===== src/rtl/bitpipe_mac_pkg.sv =====
package bitpipe_mac_pkg;
  typedef struct packed {
    logic vld;
    logic lst;
  } tag_t;
endpackage


===== src/rtl/bitpipe_mac_array.sv =====
module bitpipe_mac_array
  import bitpipe_mac_pkg::*;
#(
  parameter int W     = 4,
  parameter int ACC_W = 6
) (
  input  logic             clk_i,
  input  logic             rst_ni,
  input  tag_t             tag_i,
  input  logic [W-1:0]     a_i,
  input  logic [W-1:0]     b_i,
  output tag_t             tag_o,
  output logic [ACC_W-1:0] sum_o,
  output logic [ACC_W-1:0] cry_o
);
  localparam int XW = ACC_W + W;

  for (genvar r = 0; r < W; r++) begin : g_row
    logic [W-1:0]     a_in, b_in, a_q, b_q;
    logic [ACC_W-1:0] s_in, c_in, pp, maj, s_q, c_q;
    logic [XW-1:0]    ext;
    tag_t             t_in, t_q;

    if (r == 0) begin : g_top
      assign a_in = a_i;
      assign b_in = b_i;
      assign s_in = '0;
      assign c_in = '0;
      assign t_in = '{vld: tag_i.vld, lst: tag_i.lst & tag_i.vld};
    end else begin : g_mid
      assign a_in = g_row[r-1].a_q;
      assign b_in = g_row[r-1].b_q;
      assign s_in = g_row[r-1].s_q;
      assign c_in = g_row[r-1].c_q;
      assign t_in = g_row[r-1].t_q;
    end

    // partial product row r, weight 2^r, truncated to accumulator width
    assign ext = XW'(a_in) << r;
    assign pp  = b_in[r] ? ext[ACC_W-1:0] : '0;
    assign maj = (s_in & c_in) | (s_in & pp) | (c_in & pp);

    always_ff @(posedge clk_i or negedge rst_ni) begin
      if (!rst_ni) begin
        a_q <= '0;
        b_q <= '0;
        s_q <= '0;
        c_q <= '0;
        t_q <= '0;
      end else begin
        a_q <= a_in;
        b_q <= b_in;
        s_q <= s_in ^ c_in ^ pp;
        c_q <= {maj[ACC_W-2:0], 1'b0};
        t_q <= t_in;
      end
    end
  end

  assign tag_o = g_row[W-1].t_q;
  assign sum_o = g_row[W-1].s_q;
  assign cry_o = g_row[W-1].c_q;
endmodule


===== src/rtl/bitpipe_mac_acc.sv =====
module bitpipe_mac_acc
  import bitpipe_mac_pkg::*;
#(
  parameter int ACC_W = 6
) (
  input  logic             clk_i,
  input  logic             rst_ni,
  input  tag_t             tag_i,
  input  logic [ACC_W-1:0] ps_i,
  input  logic [ACC_W-1:0] pc_i,
  output logic             v_o,
  output logic [ACC_W-1:0] s_o,
  output logic [ACC_W-1:0] c_o
);
  logic [ACC_W-1:0] acc_s_q, acc_c_q;
  logic [ACC_W-1:0] t_s, t_m, t_c, u_s, u_m, u_c;

  // 4:2 compression: two full-adder levels in the feedback loop
  assign t_s = acc_s_q ^ acc_c_q ^ ps_i;
  assign t_m = (acc_s_q & acc_c_q) | (acc_s_q & ps_i) | (acc_c_q & ps_i);
  assign t_c = {t_m[ACC_W-2:0], 1'b0};
  assign u_s = t_s ^ t_c ^ pc_i;
  assign u_m = (t_s & t_c) | (t_s & pc_i) | (t_c & pc_i);
  assign u_c = {u_m[ACC_W-2:0], 1'b0};

  always_ff @(posedge clk_i or negedge rst_ni) begin
    if (!rst_ni) begin
      acc_s_q <= '0;
      acc_c_q <= '0;
      v_o     <= 1'b0;
      s_o     <= '0;
      c_o     <= '0;
    end else begin
      v_o <= tag_i.vld & tag_i.lst;
      if (tag_i.vld && tag_i.lst) begin
        s_o     <= u_s;
        c_o     <= u_c;
        acc_s_q <= '0;
        acc_c_q <= '0;
      end else if (tag_i.vld) begin
        acc_s_q <= u_s;
        acc_c_q <= u_c;
      end
    end
  end


  acc_clear_chk: assert property (@(posedge clk_i) disable iff (!rst_ni)
    v_o |-> (acc_s_q == '0) && (acc_c_q == '0));


  acc_hold_chk: assert property (@(posedge clk_i) disable iff (!rst_ni)
    !tag_i.vld |=> $stable(acc_s_q) && $stable(acc_c_q));
endmodule


===== src/rtl/bitpipe_mac_resolve.sv =====
module bitpipe_mac_resolve #(
  parameter int ACC_W = 6
) (
  input  logic             clk_i,
  input  logic             rst_ni,
  input  logic             v_i,
  input  logic [ACC_W-1:0] s_i,
  input  logic [ACC_W-1:0] c_i,
  output logic             v_o,
  output logic [ACC_W-1:0] s_o
);
  // one half-adder row per bit: any carry clears within ACC_W rows
  for (genvar r = 0; r < ACC_W; r++) begin : g_row
    logic             v_in, v_q;
    logic [ACC_W-1:0] s_in, c_in, h, s_q, c_q;

    if (r == 0) begin : g_top
      assign v_in = v_i;
      assign s_in = s_i;
      assign c_in = c_i;
    end else begin : g_mid
      assign v_in = g_row[r-1].v_q;
      assign s_in = g_row[r-1].s_q;
      assign c_in = g_row[r-1].c_q;
    end

    assign h = s_in & c_in;

    always_ff @(posedge clk_i or negedge rst_ni) begin
      if (!rst_ni) begin
        v_q <= 1'b0;
        s_q <= '0;
        c_q <= '0;
      end else begin
        v_q <= v_in;
        s_q <= s_in ^ c_in;
        c_q <= {h[ACC_W-2:0], 1'b0};
      end
    end
  end

  assign v_o = g_row[ACC_W-1].v_q;
  assign s_o = g_row[ACC_W-1].s_q;


  carry_drained_chk: assert property (@(posedge clk_i) disable iff (!rst_ni)
    g_row[ACC_W-1].v_q |-> (g_row[ACC_W-1].c_q == '0));
endmodule


===== src/rtl/bitpipe_mac.sv =====
module bitpipe_mac
  import bitpipe_mac_pkg::*;
#(
  parameter int W     = 4,
  parameter int ACC_W = W + W / 2
) (
  input  logic             clk_i,
  input  logic             rst_ni,
  input  logic             in_valid_i,
  input  logic [W-1:0]     coef_i,
  input  logic [W-1:0]     samp_i,
  input  logic             last_i,
  output logic             res_valid_o,
  output logic [ACC_W-1:0] res_o
);
  localparam int LAT = W + ACC_W + 1;
  localparam int CW  = $clog2(LAT + 2) + 1;

  tag_t             arr_tag;
  logic [ACC_W-1:0] arr_s, arr_c, acc_s, acc_c;
  logic             acc_v;

  bitpipe_mac_array #(.W(W), .ACC_W(ACC_W)) u_array (
    .clk_i  (clk_i),
    .rst_ni (rst_ni),
    .tag_i  ('{vld: in_valid_i, lst: last_i}),
    .a_i    (coef_i),
    .b_i    (samp_i),
    .tag_o  (arr_tag),
    .sum_o  (arr_s),
    .cry_o  (arr_c)
  );

  bitpipe_mac_acc #(.ACC_W(ACC_W)) u_acc (
    .clk_i  (clk_i),
    .rst_ni (rst_ni),
    .tag_i  (arr_tag),
    .ps_i   (arr_s),
    .pc_i   (arr_c),
    .v_o    (acc_v),
    .s_o    (acc_s),
    .c_o    (acc_c)
  );

  bitpipe_mac_resolve #(.ACC_W(ACC_W)) u_resolve (
    .clk_i  (clk_i),
    .rst_ni (rst_ni),
    .v_i    (acc_v),
    .s_i    (acc_s),
    .c_i    (acc_c),
    .v_o    (res_valid_o),
    .s_o    (res_o)
  );

  // results owed: closed sets not yet presented
  logic [CW-1:0] owed_q;
  always_ff @(posedge clk_i or negedge rst_ni) begin
    if (!rst_ni) owed_q <= '0;
    else owed_q <= owed_q + CW'(in_valid_i & last_i) - CW'(res_valid_o);
  end


  no_spurious_result_chk: assert property (@(posedge clk_i) disable iff (!rst_ni)
    res_valid_o |-> (owed_q != '0));
endmodule


===== config.mk =====
export PLATFORM = sky130hd
export DESIGN_NAME = bitpipe_mac
export DESIGN_NICKNAME = d
export VERILOG_FILES = /design/src/rtl/bitpipe_mac_pkg.sv /design/src/rtl/bitpipe_mac_array.sv /design/src/rtl/bitpipe_mac_acc.sv /design/src/rtl/bitpipe_mac_resolve.sv /design/src/rtl/bitpipe_mac.sv
export SDC_FILE = /design/constraint.sdc
export NUM_CORES = 1
export LEC_CHECK = 0
export CAP_MARGIN = 30
export CORE_MARGIN = 5
export CORE_UTILIZATION = 45
export CTS_BUF_LIST = sky130_fd_sc_hd__clkbuf_16
export DETAILED_ROUTE_END_ITERATION = 6
export PLACE_DENSITY = 0.69
export SKIP_CTS_REPAIR_TIMING = 1
export SLEW_MARGIN = 25
export SYNTH_ARGS = -nofsm -noshare
export SYNTH_HDL_FRONTEND = slang
export SYNTH_SLANG_ARGS = --single-unit

===== constraint.sdc =====
create_clock -name clk_i -period 1.72 [get_ports clk_i]
set_input_delay 0.344 -clock clk_i [delete_from_list [all_inputs] [get_ports clk_i]]
set_output_delay 0.344 -clock clk_i [all_outputs]
set_load 0.05 [all_outputs]

* Word-level counts from Yosys, hierarchy flattened *
Cells that the tools add are included.

operators by class
  add/subtract/negate cells = 0
  $mul = 0
  div/mod/pow operators = 0
  order comparisons = 0
  equal/unequal tests = 0
  shift operators = 0
  multiplexer cells = 8
  bitwise gates (word level) = 43
  reductions and logical operators = 2

operators with widths
  cell                        number
  bitwise AND 5 bit           17
  bitwise XOR 6 bit           14
  OR 5 bit                    8
  two-way mux 6 bit           6
  bitwise AND 4 x 5 -> 5 bit  1
  two-way mux 5 bit           1
  bitwise XOR 4 x 5 -> 5 bit  1
  two-way mux 4 bit           1
  bitwise AND 1 bit           2
  nonzero test 2 bit          1
  logical AND 1 bit           1

storage, ports and cells
  register bits = 159
  latch bits = 0
  bits in writable memories = 0
  memory bits (read-only) = 0
  input bits = 12
  output and inout bits = 7
  logic and storage cells = 96
  memories kept = 0

* Logic depth before layout (Yosys ltp) *
Gate-level depths: netlist of the first run.

  word-level depth = 8
  gate-level depth with buffers = 6
  mapped depth without buffers = 6

* Modules after synthesis *
A second synthesis of the first run with hierarchy kept.

second synthesis, totals
  cells, all modules = 273
  area, all modules = 4499.3 sq um

by module, submodules not included
  module               times used  cells an instance  area an instance (sq um)  sequential area each (sq um)
  bitpipe_mac_array    1           105                1700.4                    1351.3
  bitpipe_mac_resolve  1           78                 1666.6                    1426.4
  bitpipe_mac_acc      1           90                 1132.3                    575.6

* Worst setup path before layout of the first run *
OpenSTA, ideal clock, no wires.

  path type = flip-flop to flip-flop
  start = register u_array.g_row[3].s_q[4], in the netlist u_array.sum_o[4]
  end = register u_acc.s_o[4]
  library setup time = 0.125 ns
  arrival time = 1.603 ns
  data required time = 1.595 ns
  slack = -0.007 ns
  stages on the path, launching flop included = 4
  path buffers = 0
  period minus slack after synthesis = 1.727 ns
  cells stage by stage = dfrtp_1 > fa_1 > fa_1 > mux2_2

between the ends
  longest elaborated chain between the ends = 3

RTL lines
  what                             RTL line                 text
  start, declared                  bitpipe_mac_array.sv:20  logic [ACC_W-1:0] s_in, c_in, pp, maj, s_q, c_q;
  start signal, assigned           bitpipe_mac_array.sv:53  s_q <= s_in ^ c_in ^ pp;
  bitwise XOR 6 bit                bitpipe_mac_acc.sv:19    assign t_s = acc_s_q ^ acc_c_q ^ ps_i;
  bitwise XOR 6 bit (2 in series)  bitpipe_mac_acc.sv:22    assign u_s = t_s ^ t_c ^ pc_i;
  net u_acc.u_s[4]                 bitpipe_mac_acc.sv:16    logic [ACC_W-1:0] t_s, t_m, t_c, u_s, u_m, u_c;
  end signal, assigned             bitpipe_mac_acc.sv:36    s_o <= u_s;
  end, declared                    bitpipe_mac_acc.sv:12    output logic [ACC_W-1:0] s_o,

The timed path passes the listed nets, and every way through them passes these cells.
A chain may end at the register's enable or synchronous reset.

* Worst setup path in the final report of the first run *
Same ends and word-level chain as after synthesis.

==> metrics.csv, run 1 <==
metric,value,unit
fmax,574,MHz
switching fraction of total power,24.4,%
CTS Buf Count,17,
DR top layer,met4,
first-pass GRT wire length,9200,um
n_diodes,0,
# fillers,697,
number of max-cap violations,0,
Util after Layout,56.9,%
RSZ-0062 raised after global routing,true,
count of cell types in the netlist,19,
DRC Markers,0,
post-synth top area share,76.8,%
Tcrit/Tclk final,101,%
Initial Util,46.2,%
area delta synth->final,23.2,%
die extent in y,104,um
HPWL after DPL,3190,um
critical path class,flop to flop,
Worst Tran Pin Value,0.386,ns
clock latency on the worst-skew pair,0.40,ns
Die ar.,0.0109,mm2
register area share after synthesis,76.8,%
Logic pwr share,14.4,%
Pwr Density,1690,mW/mm2
final std cells w/o fill,404,
final hold violations,0,
"commonest cells after routing, fill and taps aside","dfrtp_1 (123), inv_1 (40), clkbuf_16 (17), ha_1 (14)",
Gate Count Post-Synth,244,
row cnt,34,
Final Cell Area,0.00494,mm2
Sequential Power Share,45.9,%
final WL,4950,um
setup TNS,-0.0218,ns
gr ovfl total,0,
status,"finished, violations left",
Initial DRC Count,38,
RD Place Congestion,0.700,
Worst EP arrival,2.02,ns
Synth area leader,dfrtp_1,
IO Port Bufs,18,
largest net degree at the start of global routing,51,
final-report max-slew violation count,0,
wire per inst,12.3,um
clock root buffer,clkbuf_16,
"Req. time, crit path",2.00,ns
failing checks,setup timing,
switching pwr,2.04,mW
"most common cell after layout, fill and taps aside",dfrtp_1,
vias in the first global route,2072,
Rel. slew slack,74.2,%
synth top area cells,"dfrtp_1 (77%), fa_1 (4.5%), ha_1 (4.4%)",
DR WL met2,2710,um
die width,104,um
clock sinks,123,
Synth Cell Area,0.00401,mm2
CORE AREA,0.00868,mm2
vias per inst,4.45,
Clk network pwr share,39.7,%
clock skew,0.00791,ns
Met3 Wirelength,283,um
Final #Nets,320,
H-Tree Depth,4,
"CTS clk-pin slew, worst paths",0.05,ns
pre-CTS setup slack,-0.0507,ns
I/O pin count,19,
share of cells above drive strength 1,16.9,%
initial antenna violation count,0,
largest fanout on the critical path,2,
first-pass iteration count of the detailed router,4,
CP Launch Type,flop,
Mapped Nets,279,
crit end category,flop,
VDD IR max,0.000755,V
crit path time final,1.74,ns
placed cell areas,0.00436,mm2
Final WS setup,-0.0218,ns
Synth Register Bits,123,
Tot GR Track Use,11.1,%
DRT met1 WL,1890,um
# setup viols final,1,
routed vias,1796,
Int Power,6.32,mW
CTS tree,built,
HP Class,flop to flop,
Pleak,2.47,nW
"Avg Cell Area, Syn",16.4,um2
Max clock buf depth,2,
remaining antenna violation count after routing,0,
Ys Warns,0,
Placed Instances,373,
power groups by stage:
stage / registers, mW / clock network, mW / logic (mW)
2_1_floorplan: 4.05 / 0 / 0.598
6_report: 3.83 / 3.31 / 1.21
3_5_place_dp: 3.89 / 0 / 1.19
5_1_grt: 3.92 / 3.55 / 1.37
3_3_place_gp: 3.86 / 0 / 1.14
4_1_cts: 3.85 / 3.40 / 1.22
cells by family after synthesis:
group / share of synthesized area (%)
mux: 3.15
compound gates: 1.28
flops: 76.8
simple gates: 3.81
fa+ha+maj: 8.87
xor+xnor: 2.37
buf+inv: 3.68
synthesized netlist by cell type, drive strengths merged:
cell	number
dfrtp	123
inv	37
ha	14
nand2	12
and2	10
mux2	10
fa	9
o21ai	9
xor2	6
nand3b	4
xnor2	4
nor2b	2
buf	1
clkbuf	1
mux2i	1
o22ai	1
sequential cells by signal (all words and copies together), names as in the netlist, 5 cells and up:
signal,count
u_acc.s_o,6
u_resolve.g_row.v_q,5
u_array.g_row.b_q,6
u_array.g_row.a_q,11
u_resolve.g_row.c_q,6
u_resolve.s_o,6
u_array.g_row.t_q,6
u_array.g_row.s_q,15
u_acc.acc_s_q,6
u_resolve.g_row.s_q,30
u_array.g_row.c_q,6
u_array.sum_o,6
path summary, 6_finish.rpt:
| check | startpoint | end | slack, ns | depth (start not counted) |
|---|---|---|---|---|
| max in group asynchronous | rst_ni | u_array.cry_o[4] | 0.81 | 3 |
| max | u_array.sum_o[4] | u_acc.s_o[4] | -0.02 | 3 |
| min in group asynchronous | rst_ni | u_resolve.s_o[3] | 0.35 | 2 |
| max reg2reg | u_array.sum_o[4] | u_acc.s_o[4] | -0.02 | 3 |
| min | u_array.g_row[1].t_q[1] | u_array.g_row[2].t_q[1] | 0.34 | 0 |
| min reg2reg | u_array.g_row[1].t_q[1] | u_array.g_row[2].t_q[1] | 0.34 | 0 |
through the flow:
step                      power [mW]  hold WS, ns
after floorplan                 4.65       0.0484
after global placement          5.00        0.200
after detailed placement        5.08        0.203
after CTS                       8.48       -0.226
after global routing            8.83        0.343
final                           8.35        0.344
layout make-up:
class / instances / area [um2] / area share (%)
Clock buffer: 17 / 425 / 8.62
Multi-Input combinational cell: 82 / 788 / 16.0
Sequential cell: 123 / 3080 / 62.4
Clock inverter: 13 / 138 / 2.79
Timing Repair Buffer: 24 / 233 / 4.71
Inverter: 37 / 139 / 2.81
Tap cell: 108 / 135 / 2.74
worst max-delay path: stages, from the launching register on:
cell and delay [ns]:
dfrtp_1 0.38, fa_1 0.55, fa_1 0.43, mux2_2 0.27
layer usage:
| metal | up-vias | global-route usage [%] |
|---|---|---|
| met4 | 0 | 4.72 |
| met5 | - | 0 |
| met1 | 927 | 11.9 |
| met2 | 32 | 17.9 |
| met3 | 6 | 6.21 |
| li1 | 831 | - |
(Power assumes the default switching activity.)
==> run 2, diff against run 1 <==
--- a/config.mk
+++ b/config.mk
@@ -5,14 +5,15 @@
 export SDC_FILE = /design/constraint.sdc
 export NUM_CORES = 1
 export LEC_CHECK = 0
+export ABC_AREA = 1
 export CAP_MARGIN = 30
 export CORE_MARGIN = 5
 export CORE_UTILIZATION = 45
 export CTS_BUF_LIST = sky130_fd_sc_hd__clkbuf_16
 export DETAILED_ROUTE_END_ITERATION = 6
-export PLACE_DENSITY = 0.69
+export PLACE_DENSITY = 0.68
 export SKIP_CTS_REPAIR_TIMING = 1
-export SLEW_MARGIN = 25
 export SYNTH_ARGS = -nofsm -noshare
 export SYNTH_HDL_FRONTEND = slang
+export SYNTH_HIERARCHICAL = 1
 export SYNTH_SLANG_ARGS = --single-unit
==> metrics.csv, run 2 <==
metric,value,unit
initial antenna violation count,0,
WHS,0.347,ns
gr ovfl total,0,
Synth Register Bits,134,
Pwr Density,1700,mW/mm2
GRT met2 Usage,20.1,%
Final #Nets,418,
"most common cell after layout, fill and taps aside",dfrtp_1,
Max clock buf depth,2,
"Top FF cell, synth",dfrtp_1,
Worst R2R Start,u_acc/acc_s_q[2],
routed vias,2313,
"Avg Cell Area, Syn",13.8,um2
VDD IR max,0.000718,V
ys async rst share,100,%
RD Place Congestion,0.731,
Tot Pwr,9.46,mW
Initial DRC Count,71,
clock latency on the worst-skew pair,0.41,ns
synth top area cells,"dfrtp_1 (72%), fa_1 (5.6%), ha_1 (5.4%)",
number of max-cap violations,0,
H-Tree Depth,4,
FF-to-FF End,u_acc/s_o[2],
wire per inst,11.3,um
Die ar.,0.0125,mm2
clock skew,0.0104,ns
n_diodes,0,
die width,112,um
first-pass GRT wire length,11100,um
fmax,586,MHz
Placed Instances,489,
largest net degree at the start of global routing,58,
critical path class,flop to flop,
Ys Warns,6,
vias in the first global route,2599,
post-synth top area share,72.1,%
"count leader, synth",dfrtp_1,
"commonest cells after routing, fill and taps aside","dfrtp_1 (134), nand2_1 (57), inv_1 (56), ha_1 (20), clkbuf_16 (17)",
HP Class,flop to flop,
CP Launch Type,flop,
pre-CTS setup slack,0.0259,ns
CORE AREA,0.0102,mm2
crit end category,flop,
# fillers,841,
Synth Cell Area,0.00465,mm2
placed cell areas,0.00498,mm2
final hold violations,0,
status,"finished, final reports clean",
CTS tree,built,
I/O pin count,19,
Post-synth EDFFs,0,
clock root buffer,clkbuf_16,
Pleak,2.87,nW
Largest Register,u_resolve/g_row.s_q,
die extent in y,112,um
Util after Layout,54.8,%
# setup viols final,0,
share of cells above drive strength 1,19.4,%
area occupied by multi-input gates,0.00102,mm2
final-report max-slew violation count,0,
row cnt,37,
max reg flops,30,
area delta synth->final,19.9,%
RSZ-0062 raised after global routing,true,
crit path time final,1.71,ns
remaining antenna violation count after routing,0,
CTS Buf Count,17,
"Req. time, crit path",2.04,ns
vias per inst,4.43,
GRT met1 Usage,11.6,%
Final WS setup,0.0126,ns
first-pass iteration count of the detailed router,4,
Tcrit/Tclk final,99.3,%
register area share after synthesis,72.1,%
CP endpoint,u_acc/s_o[2],
"CTS clk-pin slew, worst paths",0.06,ns
IO Port Bufs,18,
GR peak layer,met2,
"top cells by count, synth","dfrtp_1 (134), inv_1 (59), nand2_1 (57), ha_1 (20)",
GR Layer Usage met3,4.13,%
Worst EP arrival,2.03,ns
HPWL after DPL,3760,um
Storage cell area,0.00335,mm2
Tot GR Track Use,11.4,%
Setup crit start,u_acc/acc_s_q[2],
count of cell types in the netlist,16,
Synth area leader,dfrtp_1,
biggest regs,"u_resolve/g_row.s_q (30), u_array/g_row.s_q (15), u_resolve/g_row.c_q (15)",
final WL,5880,um
clock sinks,134,
setup TNS,0,ns
Final Cell Area,0.00558,mm2
largest fanout on the critical path,2,
final std cells w/o fill,522,
Gate Count Post-Synth,337,
Initial Util,45.7,%
DRC Markers,0,
Reg2Reg Depth,4,
Reg2Reg Setup Slack,0.01,ns
==> run 2: cell types whose count changed after synthesis, sizes merged, moves of 4 or more <==
cell / previous run / this run
nand2: 12 / 70
nand3b: 4 / 0
dfrtp: 123 / 134
nand3: 0 / 6
inv: 37 / 62
and2: 10 / 0
buf: 1 / 8
xor2: 6 / 0
o21ai: 9 / 20
mux2: 10 / 0
ha: 14 / 20
fa: 9 / 13
==> run 2: cells by family (layout without fill, tap and decap cells) <==
kind of cell               Yosys count  after routing  share of synthesized area [%]
DFF                                134            134                           72.1
other                                2              5                          0.161
adders and majority gates           33             33                           11.0
and+or+nand+nor                     77             77                           7.24
xor gates and xnor gates             1              1                          0.188
buffers and inverters               70            116                           6.40
AOI/OAI and AO/OA                   20             20                           2.96
==> run 2: worst min path at each step <==
| stage | slack [ns] | end | cells past startpoint | start |
|---|---|---|---|---|
| 3_3_place_gp | 0.30 | u_resolve/v_o | 1 | rst_ni |
| 4_1_cts | -0.12 | u_resolve/v_o | 1 | rst_ni |
| 5_1_grt | 0.34 | u_array/g_row[0].b_q[3] | 1 | samp_i[3] |
| 3_5_place_dp | 0.32 | u_resolve/v_o | 1 | rst_ni |
| 6_report | 0.35 | u_resolve/g_row[4].s_q[0] | 0 | u_resolve/g_row[3].s_q[0] |
| 2_1_floorplan | 0.05 | u_acc/acc_c_q[1] | 0 | rst_ni |
==> run 2: critical path, stage by stage (launching register included) <==
cell	delay, ns
dfrtp_1	0.40
fa_1	0.50
fa_1	0.55
inv_2	0.06
o21ai_2	0.13
==> run 2: routing by layer <==
layer  up-vias  part of all wire, %
met4         0                  1.4
met1      1188                   38
met2        37                   57
met5         -                    0
li1       1080                    -
met3         8                  3.7
==> run 2: cell type report <==
cell class / count / share of cell area [%]
sequential: 134 / 60.1
multi-input combinational: 136 / 18.3
clock buffer: 17 / 7.63
inverter: 62 / 4.17
timing repair buffer: 22 / 3.90
tap: 136 / 3.05
clock inverter: 15 / 2.85
==> run 2: power by group <==
part	total, mW	switching, mW	internal (mW)
Clock	3.49	1.44	2.06
Combinational	1.69	1.04	0.649
Sequential	4.28	0.352	3.93
Total	9.46	2.83	6.63
